**config.mk**
```make
export PLATFORM = sky130hd
export DESIGN_NAME = chain_sorter
export DESIGN_NICKNAME = d
export VERILOG_FILES = /design/src/rtl/chain_sorter_pkg.sv /design/src/rtl/sort_cell.sv /design/src/rtl/sort_ctrl.sv /design/src/rtl/chain_sorter.sv
export SDC_FILE = /design/constraint.sdc
export NUM_CORES = 1
export LEC_CHECK = 0
export BUFFER_PORTS_ARGS = -buffer_cell sky130_fd_sc_hd__buf_2
export CORE_UTILIZATION = 37
export DETAILED_ROUTE_END_ITERATION = 10
export PLACE_DENSITY = 0.49
export REMOVE_ABC_BUFFERS = 1
export SLEW_MARGIN = 20
export SYNTH_ARGS = -nofsm -noshare
export SYNTH_HDL_FRONTEND = slang
export SYNTH_SLANG_ARGS = --single-unit
```
**constraint.sdc**
```tcl
create_clock -name clk_i -period 3.5 [get_ports clk_i]
set_input_delay 0.175 -clock clk_i [delete_from_list [all_inputs] [get_ports clk_i]]
set_output_delay 0.175 -clock clk_i [all_outputs]
set_load 0.03 [all_outputs]
```
**src/rtl/chain_sorter_pkg.sv**
```systemverilog
package chain_sorter_pkg;

  typedef enum logic [1:0] {
    PH_FILL   = 2'd0,
    PH_SETTLE = 2'd1,
    PH_DRAIN  = 2'd2
  } phase_e;

endpackage

```
**src/rtl/sort_cell.sv**
```systemverilog
module sort_cell #(
  parameter int KEY_W = 8
) (
  input  logic             clk_i,
  input  logic             rst_ni,
  input  logic             drain_i,
  input  logic             ins_v_i,
  input  logic [KEY_W-1:0] ins_k_i,
  input  logic             nbr_v_i,
  input  logic [KEY_W-1:0] nbr_k_i,
  output logic             held_v_o,
  output logic [KEY_W-1:0] held_k_o,
  output logic             fwd_v_o,
  output logic [KEY_W-1:0] fwd_k_o
);

  logic             held_v_q, fwd_v_q;
  logic [KEY_W-1:0] held_k_q, fwd_k_q;

  always_ff @(posedge clk_i or negedge rst_ni) begin
    if (!rst_ni) begin
      held_v_q <= 1'b0;
      held_k_q <= '0;
      fwd_v_q  <= 1'b0;
      fwd_k_q  <= '0;
    end else if (drain_i) begin
      // shift toward the output end
      held_v_q <= nbr_v_i;
      held_k_q <= nbr_k_i;
      fwd_v_q  <= 1'b0;
    end else if (ins_v_i) begin
      if (!held_v_q) begin
        held_v_q <= 1'b1;
        held_k_q <= ins_k_i;
        fwd_v_q  <= 1'b0;
      end else if (ins_k_i < held_k_q) begin
        held_k_q <= ins_k_i;
        fwd_v_q  <= 1'b1;
        fwd_k_q  <= held_k_q;
      end else begin
        // ties move right: arrival order kept
        fwd_v_q  <= 1'b1;
        fwd_k_q  <= ins_k_i;
      end
    end else begin
      fwd_v_q <= 1'b0;
    end
  end

  assign held_v_o = held_v_q;
  assign held_k_o = held_k_q;
  assign fwd_v_o  = fwd_v_q;
  assign fwd_k_o  = fwd_k_q;

  // forwarding only from an occupied cell
  p_fwd_needs_held_r3: assert property (@(posedge clk_i) disable iff (!rst_ni)
    fwd_v_q |-> held_v_q);

endmodule

```
**src/rtl/sort_ctrl.sv**
```systemverilog
module sort_ctrl
  import chain_sorter_pkg::*;
#(
  parameter int NUM_CELLS = 9
) (
  input  logic clk_i,
  input  logic rst_ni,
  input  logic in_valid_i,
  input  logic in_last_i,
  input  logic any_fwd_i,
  input  logic head_v_i,
  output logic accept_o,
  output logic drain_o,
  output logic busy_o
);

  localparam int CNT_W = $clog2(NUM_CELLS + 1);
  localparam logic [CNT_W-1:0] CNT_TOP = CNT_W'(NUM_CELLS - 1);

  phase_e           state_q, state_d;
  logic [CNT_W-1:0] cnt_q, cnt_d;
  logic             close_batch;

  assign accept_o    = in_valid_i && (state_q == PH_FILL);
  assign close_batch = accept_o && (in_last_i || (cnt_q == CNT_TOP));
  assign drain_o     = (state_q == PH_DRAIN);
  assign busy_o      = (state_q != PH_FILL);

  always_comb begin
    state_d = state_q;
    cnt_d   = cnt_q;
    unique case (state_q)
      PH_FILL: begin
        if (close_batch) begin
          state_d = PH_SETTLE;
          cnt_d   = '0;
        end else if (accept_o) begin
          cnt_d = cnt_q + 1'b1;
        end
      end
      PH_SETTLE: if (!any_fwd_i) state_d = PH_DRAIN;
      PH_DRAIN:  if (!head_v_i)  state_d = PH_FILL;
      default:   state_d = PH_FILL;
    endcase
  end

  always_ff @(posedge clk_i or negedge rst_ni) begin
    if (!rst_ni) begin
      state_q <= PH_FILL;
      cnt_q   <= '0;
    end else begin
      state_q <= state_d;
      cnt_q   <= cnt_d;
    end
  end

  // batch count never reaches the chain size
  p_cap_r5: assert property (@(posedge clk_i) disable iff (!rst_ni)
    cnt_q < CNT_W'(NUM_CELLS));

  // chain is quiet while presenting output
  p_quiet_drain_r6: assert property (@(posedge clk_i) disable iff (!rst_ni)
    (state_q == PH_DRAIN) |-> !any_fwd_i);

endmodule

```
**src/rtl/chain_sorter.sv**
```systemverilog
module chain_sorter #(
  parameter int NUM_CELLS = 9,
  parameter int KEY_W     = 8
) (
  input  logic             clk_i,
  input  logic             rst_ni,
  input  logic             in_valid_i,
  input  logic [KEY_W-1:0] in_key_i,
  input  logic             in_last_i,
  output logic             out_valid_o,
  output logic [KEY_W-1:0] out_key_o,
  output logic             busy_o
);

  // chain index 0 is the block input; cell i feeds index i+1
  logic [NUM_CELLS:0]            chain_v;
  logic [NUM_CELLS:0][KEY_W-1:0] chain_k;
  // held index NUM_CELLS is a permanently empty slot past the end
  logic [NUM_CELLS:0]            held_v;
  logic [NUM_CELLS:0][KEY_W-1:0] held_k;

  logic accept, drain, any_fwd;

  assign chain_v[0]        = accept;
  assign chain_k[0]        = in_key_i;
  assign held_v[NUM_CELLS] = 1'b0;
  assign held_k[NUM_CELLS] = '0;
  assign any_fwd           = |chain_v[NUM_CELLS:1];

  sort_ctrl #(
    .NUM_CELLS (NUM_CELLS)
  ) u_ctrl (
    .clk_i      (clk_i),
    .rst_ni     (rst_ni),
    .in_valid_i (in_valid_i),
    .in_last_i  (in_last_i),
    .any_fwd_i  (any_fwd),
    .head_v_i   (held_v[0]),
    .accept_o   (accept),
    .drain_o    (drain),
    .busy_o     (busy_o)
  );

  for (genvar i = 0; i < NUM_CELLS; i++) begin : g_cell
    sort_cell #(
      .KEY_W (KEY_W)
    ) u_cell (
      .clk_i    (clk_i),
      .rst_ni   (rst_ni),
      .drain_i  (drain),
      .ins_v_i  (chain_v[i]),
      .ins_k_i  (chain_k[i]),
      .nbr_v_i  (held_v[i+1]),
      .nbr_k_i  (held_k[i+1]),
      .held_v_o (held_v[i]),
      .held_k_o (held_k[i]),
      .fwd_v_o  (chain_v[i+1]),
      .fwd_k_o  (chain_k[i+1])
    );

    // a forwarded key is never below the key left behind
    p_fwd_ge_r2: assert property (@(posedge clk_i) disable iff (!rst_ni)
      chain_v[i+1] |-> (chain_k[i+1] >= held_k[i]));
  end

  for (genvar i = 0; i + 1 < NUM_CELLS; i++) begin : g_pair
    // held keys non-decreasing left to right
    p_order_r2: assert property (@(posedge clk_i) disable iff (!rst_ni)
      (held_v[i] && held_v[i+1]) |-> (held_k[i] <= held_k[i+1]));
    // occupied cells contiguous from cell 0
    p_fill_left_r3: assert property (@(posedge clk_i) disable iff (!rst_ni)
      held_v[i+1] |-> held_v[i]);
  end

  assign out_valid_o = drain && held_v[0];
  assign out_key_o   = out_valid_o ? held_k[0] : '0;

  // nothing leaves past the last cell
  p_no_spill_r9: assert property (@(posedge clk_i) disable iff (!rst_ni)
    !chain_v[NUM_CELLS]);

  // block returns to idle right after the strobe ends
  p_idle_after_r7: assert property (@(posedge clk_i) disable iff (!rst_ni)
    $fell(out_valid_o) |=> !busy_o);

endmodule

```
# Word-level counts from Yosys, hierarchy flattened
# Cells that the tools add are included.
[op_classes]
addsub = 1
mul = 0
n_div = 0
magnitude_cmp = 9
n_eq_ne = 15
shift = 0
n_mux = 96
bitwise = 1
n_reduce_logical = 36
[op_table]
columns = ["operator", "count"]
rows = [
  ["8-bit 2-to-1 mux", 45],
  ["8-bit < comparator", 9],
  ["1-bit 2-to-1 mux", 45],
  ["3-bit inequality test, second input constant", 9],
  ["3-bit AND reduction", 9],
  ["2-bit nonzero test", 11],
  ["2-bit AND reduction", 10],
  ["9-bit OR reduction", 1],
  ["4-bit 2-to-1 mux", 2],
  ["2-bit 2-to-1 mux", 3],
  ["2-bit one-hot mux with 3 select lines", 1],
  ["4-bit by 1-bit adder with 4-bit output, second input constant", 1],
  ["4-bit equality test, second input constant", 1],
  ["2-bit inequality test, second input constant", 2],
  ["1-bit logical AND", 3],
  ["2-bit by 1-bit equality test with 1-bit output, second input constant", 1],
  ["2-bit equality test, second input constant", 1],
  ["2-bit zero test", 1],
  ["2-bit by 1-bit inequality test with 1-bit output, second input constant", 1],
  ["1-bit logical OR", 1],
  ["1-bit inverter", 1],
]
[totals]
register_bits = 160
latchBits = 0
mem_bits_rw = 0
mem_bits_ro = 0
in_bits = 12
output_inout_bits = 10
wordCells = 195
memories = 0

# Logic depth before layout (Yosys ltp)
[depth]
word_depth = 5
mapped_depth = 9
mapped_depth_nobuf = 7

# By module
# Synthesis repeated with hierarchy kept, for this count alone.
[unflattened]
hier_cells = 1065
area_unflattened_um2 = 10023.4
[by_module_without_submodules]
columns = ["mod", "instances", "cells_each", "area_per_inst_um2", "seq_area_each_um2"]
rows = [
  ["sort_cell", 9, 113, 1068.5, 450.4],
  ["sort_ctrl", 1, 34, 326.6, 150.1],
  ["chain_sorter", 1, 14, 80.1, 0.0],
]

# Least setup slack after synthesis
# OpenSTA, ideal clock, no wires.
[synth_timing]
path_type = "register to register"
startpoint = "register g_cell[4].u_cell.fwd_k_q[2]"
endpoint = "register g_cell[5].u_cell.held_k_q[1]"
setup_time_ps = 123
arrival_ps = 2122
required_time_ps = 3377
slack_ps = 1255
stages_incl_launch_ff = 9
n_path_buf = 2
period_less_slack_ps = 2245
cell_sequence = "dfrtp_1 > ha_1 > a211o_1 > a31oi_1 > o221ai_1 > buf_6 > or3b_1 > buf_6 > o221a_1"
[synth_via]
elab_chain_len = 3
[synth_rtl]
columns = ["item", "line", "source"]
rows = [
  ["start: declaration", "sort_cell.sv:18", "logic [KEY_W-1:0] held_k_q, fwd_k_q;"],
  ["start signal: assignment", "sort_cell.sv:39", "fwd_k_q <= held_k_q;"],
  ["start signal: assignment", "sort_cell.sv:43", "fwd_k_q <= ins_k_i;"],
  ["8-bit < comparator", "sort_cell.sv:36", "end else if (ins_k_i < held_k_q) begin"],
  ["3-bit inequality test (no source line)", "n/a", ""],
  ["2-bit AND reduction (no source line)", "n/a", ""],
  ["end signal: assignment", "sort_cell.sv:29", "held_k_q <= nbr_k_i;"],
  ["end signal: assignment", "sort_cell.sv:34", "held_k_q <= ins_k_i;"],
  ["end signal: assignment", "sort_cell.sv:37", "held_k_q <= ins_k_i;"],
  ["end: declaration", "sort_cell.sv:18", ""],
]
# No other way between the ends.
# A chain may end at the register's enable or synchronous reset.

# Worst setup path after layout
[layout_timing]
startpoint = "register g_cell[7].u_cell.held_k_q[2]"
endpoint = "register g_cell[7].u_cell.held_k_q[6]"
[layout_via]
elab_chain_len = 3
[layout_rtl]
columns = ["item", "line"]
rows = [
  ["start: declaration", "sort_cell.sv:18"],
  ["start signal: assignment", "sort_cell.sv:29"],
  ["start signal: assignment", "sort_cell.sv:34"],
  ["start signal: assignment", "sort_cell.sv:37"],
  ["8-bit < comparator", "sort_cell.sv:36"],
  ["3-bit inequality test (no source line)", "n/a"],
  ["2-bit AND reduction (no source line)", "n/a"],
]
# No other way between the ends.

==> results.yml <==
run_status:
  status: "finished, final reports clean"
placed_design:
  dpl-instance-area_mm2: 0.00987
  gp_congestion: 0.745
  dpl.hpwl_um: 17100
  dp_slack_ns: 0.998
  io_buffers: 21
  numPlacedInstances: 1352
sta:
  worst_slew_pin_slew_ns: 0.814
  final_hold_viol_count: 0
  setup_violations: 0
  finalMaxSlewViolations: 0
  fin_crit_sh_pct: 71.6
  slew-limit-headroom_pct: 45.6
  worst_clock_skew_ns: 0.0168
  fmax_mhz: 399
  tns_ns: 0
  setup_ws_ns: 0.995
  rsz0062_at_grt: "false"
  period_needed_ns: 2.51
power:
  ir_drop_v: 0.000573
  total_power_w: 0.00747
  p_leak_nw: 4.63
  powerDensity_mw_per_mm2: 709
critical_path:
  crit_buf_inv: 1
  critPathMaxStageDelay_ns: 0.59
  required_ns: 3.82
  path_cells: "inv_1 > ha_1 > a211o_1 > a31oi_1 > o221ai_1 > or3b_1 > o221a_1"
  crit_slowest_cell: "or3b_1"
  crit_type: "register to register"
  critPathMaxFanout: 8
  end_kind: "register"
  cp.arrival_ns: 2.82
  start_kind: "register"
  critPathTopFamily: "compound AO/OA/AOI/OAI gates"
logic_synthesis:
  avgSynthCellArea_um2: 9.05
  yosysTopAreaCellShare_pct: 42.2
  ys_seq_elements: 160
  async_flop_share_pct: 100
  netlist_area_mm2: 0.00948
  synthCells: 1047
  synthTopCellsByArea: "dfrtp_1 (42%), ha_1 (8.6%), a21oi_1 (4.6%)"
  yosys_most_used_dff: "dfrtp_1"
  yosysWarnings: 0
  yosysTopAreaCell: "dfrtp_1"
  synth_cell_types: 49
  synth_edf_count: 0
  yosysSeqAreaShare_pct: 42.2
routing:
  vias: 7694
  ant_nets: 0
  drt_iter0_drc: 496
  first_pass_iters: 5
  wl_per_cell_um: 17.6
  wl_um: 24400
  drt-vias-per-instance: 5.55
  drcViolationCount: 0
clocking:
  postCtsSetupBuffers: 0
  ctsHoldBuffers: 2
  cts_num_sinks: 160
  clk_pin_slew_ns: 0.07
  cts_max_level: 4
  cts_tree: "built"
  clk_latency_ns: 0.44
  cts_max_path_buffers: 2
  clock-root-buffer: "clkbuf_16"
  post_cts_resized: 0
  cts-buffers-inserted: 17
layout:
  final_area_mm2: 0.0105
  syn_to_final_growth_pct: 11.3
  drive_gt1_share_pct: 9.19
  instances_no_fill: 1386
  fillCellCount: 2515
  antenna_cells: 0
  multi_input_area_mm2: 0.00493
  regArea_mm2: 0.00400
  fin_nets: 1120
global_routing:
  grt_first_pass_wirelength_um: 41800
  grt_pass1_vias: 7609
  grt_antenna_before_repair: 0
  grtUsageTotal_pct: 19.9
  grt_max_degree: 72
  gr-total-overflow: 0
hold_path:
  hold_class: "input pin to register"
die:
  coreArea_mm2: 0.0252
  die_h_um: 162
  ios: 22
  dieArea_mm2: 0.0263
  die_x_um: 162
  initial_core_util_pct: 37.6
  rows: 58
flow_run:
  maxCapViolCount: 0
==> registers in the layout (all words and copies together), names as in the netlist <==
register and flops:
g_cell.u_cell.fwd_v_o 9, u_ctrl.state_q 2, g_cell.u_cell.held_v_o 9, g_cell.u_cell.fwd_k_o 64, u_ctrl.cnt_q 4, g_cell.u_cell.held_k_o 72
==> cell families (layout without fill, tap and decap cells) <==
group	after synthesis	count (layout)	synth area share [%]
compound gates	381	381	27.2
fa+ha+maj	65	65	8.58
buf+inv	136	145	5.80
flops	160	160	42.2
mux	33	33	3.50
simple gates	272	272	12.7
==> placed cells by master, fill, tap and decap left out, types with 5 or more instances in the layout <==
cell type | netlist | routed
o221a_1 | 16 | 16
and2_1 | 5 | 5
nor3_1 | 9 | 9
o21ai_0 | 84 | 84
inv_1 | 71 | 71
buf_4 | 1 | 14
a21oi_1 | 88 | 88
a22oi_1 | 27 | 27
o221a_2 | 23 | 23
a31oi_1 | 38 | 38
and3_1 | 13 | 13
buf_2 | 4 | 20
nand3_1 | 25 | 25
nor2_1 | 108 | 108
bufinv_16 | 0 | 5
o21bai_1 | 5 | 5
o2bb2ai_1 | 24 | 24
clkbuf_16 | 0 | 17
nand2b_1 | 9 | 8
o211ai_1 | 30 | 30
nand2_1 | 85 | 85
mux2i_1 | 32 | 32
ha_1 | 65 | 65
inv_6 | 0 | 5
o31ai_1 | 15 | 15
dfrtp_1 | 160 | 160
==> path summary, 6_finish.rpt <==
| kind | slack [ns] | endpoint | depth (start not counted) | start |
|---|---|---|---|---|
| hold / removal | 0.04 | g_cell[0].u_cell.fwd_k_o[2] | 3 | in_key_i[2] |
| hold reg to reg | 0.48 | u_ctrl.cnt_q[3] | 1 | u_ctrl.cnt_q[3] |
| max in group asynchronous | 2.32 | g_cell[2].u_cell.held_k_o[5] | 3 | rst_ni |
| setup reg to reg | 0.99 | g_cell[7].u_cell.held_k_o[6] | 7 | g_cell[7].u_cell.held_k_o[2] |
| setup / recovery | 0.99 | g_cell[7].u_cell.held_k_o[6] | 7 | g_cell[7].u_cell.held_k_o[2] |
| min in group asynchronous | 0.28 | g_cell[4].u_cell.fwd_k_o[1] | 2 | rst_ni |
==> final cells by class <==
type	instances	share of cell area, %
Clock inverter	15	2.18
Sequential cell	160	38.0
Clock buffer	17	4.03
Timing Repair Buffer	38	2.43
Tap cell	330	3.92
Multi-Input combinational cell	751	46.8
Inverter	75	2.67
==> where the power goes <==
| group | switching, W | total (W) | leakage [nW] | internal [W] |
|---|---|---|---|---|
| clock | 0.000821 | 0.00210 | 0.311 | 0.00128 |
| sequential | 0.000455 | 0.00265 | 2.14 | 0.00220 |
| combinational | 0.00169 | 0.00272 | 2.18 | 0.00103 |
| total | 0.00296 | 0.00747 | 4.63 | 0.00451 |
==> synth_stat cells, types with 5 or more instances <==
master,count
ha_1,65
o21bai_1,5
and2_1,5
o31ai_1,15
nor3_1,9
a22oi_1,27
o2bb2ai_1,24
a31oi_1,38
and3_1,13
o221a_1,16
o21ai_0,84
clkbuf_1,49
nand2_1,85
nand3_1,25
a21oi_1,88
nor2_1,108
nand2b_1,9
mux2i_1,32
o211ai_1,30
dfrtp_1,160
o221a_2,23
inv_1,71
==> metrics by stage <==
| step | hold slack (ns) | utilization, % |
|---|---|---|
| finish | 0.0431 | 41.9 |
| global route | 0.0351 | 41.9 |
| CTS | 0.0227 | 41.9 |
| detailed placement | 0.180 | 39.2 |
| global placement | 0.186 | 39.2 |
| floorplan | -0.121 | - |
==> routing by layer <==
metal | up-vias | global-route usage, % | share of wire (%)
li1 | 3832 | - | -
met3 | 13 | 3.17 | 3.1
met5 | - | 0 | 0
met2 | 131 | 30.8 | 45
met4 | 0 | 3.99 | 0.77
met1 | 3718 | 29.1 | 51
==> tightest hold or removal path, stage by stage <==
cell and delay (ns):
buf_2 0.12, o21ai_0 0.07, a21oi_1 0.06
Note: power is estimated with default switching activity, not from simulation.
